**src/rtl/interp_pkg.sv**
```systemverilog
package interp_pkg;
   // Index width that never collapses to zero bits.
   function automatic int unsigned cnt_width(input int unsigned n);
      return (n > 1) ? $clog2(n) : 1;
   endfunction
endpackage

```
**src/rtl/interp_pace.sv**
```systemverilog
module interp_pace #(
   parameter int L  = 3,
   parameter int PW = 2
) (
   input  logic          clk,
   input  logic          rst,
   input  logic          in_valid,
   output logic          ready,
   output logic          accept,
   output logic [PW-1:0] phase,
   output logic          active
);
   logic [PW-1:0] phase_q;
   logic          active_q;

   assign accept = in_valid & ready;

   generate
      if (L == 1) begin : g_no_busy
         assign ready = 1'b1;
      end else begin : g_busy
         logic [PW-1:0] busy_q;
         always_ff @(posedge clk) begin
            if (rst)                 busy_q <= '0;
            else if (accept)         busy_q <= PW'(L - 1);
            else if (busy_q != '0)   busy_q <= busy_q - PW'(1);
         end
         assign ready = (busy_q == '0);
      end
   endgenerate

   // Phase sequencing: a new acceptance always restarts at phase 0.
   always_ff @(posedge clk) begin
      if (rst) begin
         phase_q  <= '0;
         active_q <= 1'b0;
      end else if (accept) begin
         phase_q  <= '0;
         active_q <= 1'b1;
      end else if (active_q) begin
         if (phase_q == PW'(L - 1)) active_q <= 1'b0;
         else                       phase_q  <= phase_q + PW'(1);
      end
   end

   assign phase  = phase_q;
   assign active = active_q;
endmodule

```
**src/rtl/interp_taps.sv**
```systemverilog
module interp_taps #(
   parameter int DW = 16,
   parameter int K  = 4
) (
   input  logic            clk,
   input  logic            rst,
   input  logic            accept,
   input  logic [DW-1:0]   din,
   output logic [K*DW-1:0] taps
);
   logic [DW-1:0] line_q [K];

   generate
      for (genvar j = 0; j < K; j++) begin : g_stage
         if (j == 0) begin : g_head
            always_ff @(posedge clk) begin
               if (rst)         line_q[j] <= '0;
               else if (accept) line_q[j] <= din;
            end
         end else begin : g_body
            always_ff @(posedge clk) begin
               if (rst)         line_q[j] <= '0;
               else if (accept) line_q[j] <= line_q[j-1];
            end
         end
         assign taps[j*DW +: DW] = line_q[j];
      end
   endgenerate
endmodule

```
**src/rtl/interp_mac.sv**
```systemverilog
module interp_mac import interp_pkg::*; #(
   parameter int DW    = 16,
   parameter int CW    = 16,
   parameter int K     = 4,
   parameter int OW    = 24,
   parameter int SHIFT = 4,
   parameter int PIPE  = 0
) (
   input  logic            clk,
   input  logic            rst,
   input  logic            en,
   input  logic [K*DW-1:0] taps,
   input  logic [K*CW-1:0] coefs,
   output logic            out_valid,
   output logic [OW-1:0]   out_data
);
   localparam int PRW = DW + CW;
   localparam int AW  = PRW + cnt_width(K);

   logic signed [PRW-1:0] prod_c [K];
   logic signed [PRW-1:0] prod_s [K];
   logic                  vld_s;
   logic signed [AW-1:0]  acc_c;

   generate
      for (genvar j = 0; j < K; j++) begin : g_mul
         assign prod_c[j] = $signed(taps[j*DW +: DW]) * $signed(coefs[j*CW +: CW]);
      end

      if (PIPE != 0) begin : g_pipe
         always_ff @(posedge clk) begin
            if (rst) vld_s <= 1'b0;
            else     vld_s <= en;
         end
         for (genvar j = 0; j < K; j++) begin : g_preg
            always_ff @(posedge clk) prod_s[j] <= prod_c[j];
         end
      end else begin : g_flat
         assign vld_s = en;
         for (genvar j = 0; j < K; j++) begin : g_pass
            assign prod_s[j] = prod_c[j];
         end
      end
   endgenerate

   always_comb begin
      acc_c = '0;
      for (int j = 0; j < K; j++) acc_c = acc_c + AW'(prod_s[j]);
   end

   always_ff @(posedge clk) begin
      if (rst) begin
         out_valid <= 1'b0;
         out_data  <= '0;
      end else begin
         out_valid <= vld_s;
         if (vld_s) out_data <= OW'(acc_c >>> SHIFT);
      end
   end
endmodule

```
**src/rtl/interp_poly.sv**
```systemverilog
module interp_poly import interp_pkg::*; #(
   parameter int DW    = 16,
   parameter int CW    = 16,
   parameter int L     = 3,
   parameter int TAPS  = 12,
   parameter int OW    = 24,
   parameter int SHIFT = 4,
   parameter int PIPE  = 0,
   localparam int K    = TAPS / L,
   localparam int PW   = cnt_width(L)
) (
   input  logic            clk,
   input  logic            rst,
   input  logic            in_valid,
   input  logic [DW-1:0]   in_data,
   output logic            ready,
   output logic [PW-1:0]   coef_phase,
   input  logic [K*CW-1:0] coef_row,
   output logic            out_valid,
   output logic [OW-1:0]   out_data
);
   initial begin : g_param_check
      assert (L >= 1 && TAPS >= L && (TAPS % L) == 0)
         else $fatal(1, "TAPS must be a positive multiple of L");
      assert (OW <= DW + CW + cnt_width(K))
         else $fatal(1, "OW wider than the accumulator");
      assert (PIPE == 0 || PIPE == 1)
         else $fatal(1, "PIPE must be 0 or 1");
   end

   logic            accept;
   logic            active;
   logic [K*DW-1:0] taps;

   interp_pace #(.L(L), .PW(PW)) u_pace (
      .clk(clk), .rst(rst), .in_valid(in_valid), .ready(ready),
      .accept(accept), .phase(coef_phase), .active(active)
   );

   interp_taps #(.DW(DW), .K(K)) u_taps (
      .clk(clk), .rst(rst), .accept(accept), .din(in_data), .taps(taps)
   );

   interp_mac #(.DW(DW), .CW(CW), .K(K), .OW(OW), .SHIFT(SHIFT), .PIPE(PIPE)) u_mac (
      .clk(clk), .rst(rst), .en(active), .taps(taps), .coefs(coef_row),
      .out_valid(out_valid), .out_data(out_data)
   );
endmodule

```
**config.mk**
```make
export PLATFORM = sky130hd
export DESIGN_NAME = interp_poly
export DESIGN_NICKNAME = d
export VERILOG_FILES = /design/src/rtl/interp_pkg.sv /design/src/rtl/interp_pace.sv /design/src/rtl/interp_taps.sv /design/src/rtl/interp_mac.sv /design/src/rtl/interp_poly.sv
export SDC_FILE = /design/constraint.sdc
export NUM_CORES = 2
export LEC_CHECK = 0
export ABC_CLOCK_PERIOD_IN_PS = 12400
export CAP_MARGIN = 0
export CORE_AREA = 2 2 273 329
export CTS_BUF_LIST = sky130_fd_sc_hd__clkbuf_16
export DETAILED_ROUTE_END_ITERATION = 8
export DIE_AREA = 0 0 275 331
export SYNTH_ARGS = -nofsm -noshare
export SYNTH_HDL_FRONTEND = slang
export SYNTH_SLANG_ARGS = --single-unit
```
**constraint.sdc**
```tcl
create_clock -name clk -period 12.4 [get_ports clk]
set_clock_uncertainty 0.05 [all_clocks]
set_input_delay 2.48 -clock clk [delete_from_list [all_inputs] [get_ports clk]]
set_output_delay 2.48 -clock clk [all_outputs]
set_load 0.02 [all_outputs]
```
==> impl_metrics.json <==
{
  "top_layer_used": "met5",
  "setup_violations": 0,
  "hold_class": "register to register",
  "via_per_inst": 4.931,
  "fin_tns_setup_ns": 0,
  "clock.fmax_mhz": 88.83,
  "cts_tree": "done",
  "gp_congestion": 0.8826,
  "async_flop_share": 0,
  "synth_top_cell_area_share": 0.5447,
  "netlist_top_cells_area": "fa_1 (54%), inv_1 (11%), and2_1 (9.9%)",
  "maxSlewHeadroom": 0.3858,
  "hold_viol": 0,
  "core_area_mm2": 0.08755,
  "crit_start": "coef_row[16]",
  "drive_gt1_frac": 0.01594,
  "cts_resized": 0,
  "rr_endpoint": "u_mac.out_data[22]",
  "grt_pass1_vias": 28360,
  "yosys_warnings": 0,
  "ys_seq_elements": 94,
  "period_needed_ns": 11.26,
  "yosysTopAreaCell": "fa_1",
  "wl_met1_um": 44560,
  "critPathCapture": "u_mac.out_data[22]",
  "max-cap-violations": 0,
  "start_util": 0.4479,
  "routedWlPerCell_um": 19.53,
  "worstReg2RegStart": "u_taps.line_q[1][31]",
  "syn_inst": 3996,
  "wl_um": 100900,
  "ys.flop_type": "edfxtp_1",
  "die_area_mm2": 0.09103,
  "rows": 119,
  "crit_fanout": 8,
  "seq_area_frac_synth": 0.06432,
  "drc": 0,
  "postCtsSetupRepairBufs": 0,
  "firstDrtPassIters": 5,
  "start_kind": "input pin",
  "synth_cell_types": 51,
  "syn_area_mm2": 0.03922,
  "dieHeight_um": 331,
  "wl_met3_um": 4725,
  "rsz0062_at_grt": "no",
  "period_share": 0.9079,
  "ant_nets": 0,
  "clockBufferDepth": 2,
  "synth.avg_cell_area_um2": 9.814,
  "ctsHoldBuffers": 0,
  "grt_pass1_wl_um": 164400,
  "vias": 25480,
  "rr_worst_depth": 27,
  "status": "finished, final reports clean",
  "port-buffer-count": 110,
  "insertion_delay_ns": 0.42,
  "r2r_slack_ns": 3.25,
  "final_nets": 5396,
  "root_buffer": "clkbuf_16",
  "worstPathArrival_ns": 11.50,
  "grt_max_degree": 65,
  "tightestPinTransition_ns": 0.9214,
  "dp_hpwl_um": 90730,
  "grtUsageTotal": 0.2396,
  "cp-end-kind": "register",
  "fp.dieW_um": 275,
  "area_growth_syn_to_layout_pct": 6.620,
  "cts_buffers": 9,
  "overflow": 0,
  "hp-start": "u_pace.g_busy.busy_q[0]",
  "required_ns": 12.64,
  "ios": 111,
  "dr_wl_met2_um": 50390,
  "path_clk_slew_ns": 0.08,
  "final_max_slew_viol_count": 0,
  "synth_fp_nets": 5381,
  "drtIter0Drc": 1378,
  "htree_levels": 3,
  "worstSetupPathType": "input pin to register",
  "synth-edff-count": 64,
  "clock_sinks": 94,
  "antenna_found_initial": 8
}
## critical path: stages
cell	delay, ns
clkdlybuf4s50_1	0.71
nand2_1	0.40
inv_1	0.37
fa_1	0.51
fa_1	0.52
inv_1	0.05
fa_1	0.47
inv_1	0.05
fa_1	0.48
fa_1	0.60
fa_1	0.49
fa_1	0.55
fa_1	0.44
fa_1	0.49
inv_1	0.05
fa_1	0.47
inv_1	0.04
ha_1	0.35
a21o_1	0.18
a21o_1	0.16
a21oi_1	0.16
or4b_4	0.52
a31oi_4	0.21
o21ai_2	0.07
and3_1	0.16
or4_1	0.49
## layout make-up
cell class | instances | area, um^2
fill | 8356 | 45740
antenna | 3 | 7.507
clock inverter | 6 | 47.55
tap | 1149 | 1438
inverter | 1126 | 4227
multi-input combinational | 2634 | 31950
clock buffer | 10 | 250.2
sequential | 94 | 2522
timing repair buffer | 146 | 1371
## stage by stage
| step | worst slack [ns] | area, um^2 | hold WS, ns | utilization | cells |
|---|---|---|---|---|---|
| after floorplan | 1.501 | 39220 | 0.3722 | - | 3996 |
| after global placement | 0.7016 | 41510 | 0.3815 | 0.4741 | 5149 |
| after detailed placement | 0.6870 | 41510 | 0.3948 | 0.4741 | 5149 |
| after CTS | 1.136 | 41810 | 0.4052 | 0.4775 | 5165 |
| after global routing | 0.8504 | 41810 | 0.4366 | 0.4775 | 5165 |
| final | 1.142 | 41810 | 0.3992 | 0.4776 | 5168 |
## kinds of logic after synthesis
group                      count (synthesis)  share of synthesized area
adders and majority gates               1302                     0.6197
xor gates and xnor gates                  98                    0.02335
AOI/OAI and AO/OA                         75                    0.01315
and+or+nand+nor                         1145                     0.1546
muxes                                     14                   0.003573
buffers and inverters                   1268                     0.1214
DFF                                       94                    0.06432
## cell usage in the layout (no fill, tap or decap), drive strengths merged, types with 29 or more instances in the layout
cell,count
nor2,34
fa,1067
inv,1131
xnor2,77
and2,623
nor2b,29
clkdlybuf4s50,110
nand2,408
ha,235
edfxtp,64
buf,36
dfxtp,30
## worst min path at each step
| stage | endpoint | slack [ns] | cells after the start |
|---|---|---|---|
| 6_report | u_pace.g_busy.busy_q[0] | 0.40 | 1 |
| 5_1_grt | u_pace.g_busy.busy_q[0] | 0.44 | 1 |
| 4_1_cts | u_pace.g_busy.busy_q[0] | 0.41 | 1 |
| 3_5_place_dp | u_pace.g_busy.busy_q[0] | 0.39 | 1 |
| 3_3_place_gp | u_pace.g_busy.busy_q[0] | 0.38 | 1 |
| 2_1_floorplan | u_pace.g_busy.busy_q[0] | 0.37 | 1 |
## layer usage
layer	up-vias	GRT usage
li1	11220	-
met1	13670	0.3328
met2	502	0.4128
met3	79	0.02935
met4	10	0.03525
met5	-	0
## sequential cells by signal (all words and copies together) (netlist names)
register              cells
u_pace.active             1
u_taps.line_q            64
u_pace.g_busy.busy_q      2
u_mac.out_valid           1
u_mac.out_data           24
u_pace.phase              2
## Yosys cell counts (all sizes together), types with 19 or more instances
master / n
inv: 1126
fa: 1067
and2: 623
nand2: 408
ha: 235
clkbuf: 139
xnor2: 77
edfxtp: 64
nor2: 34
dfxtp: 30
nor2b: 29
nand2b: 27
a21oi: 19
Power is left out: the tool's default activity adds up to more than one toggle a clock period on the data nets, which glitch-free logic cannot reach.
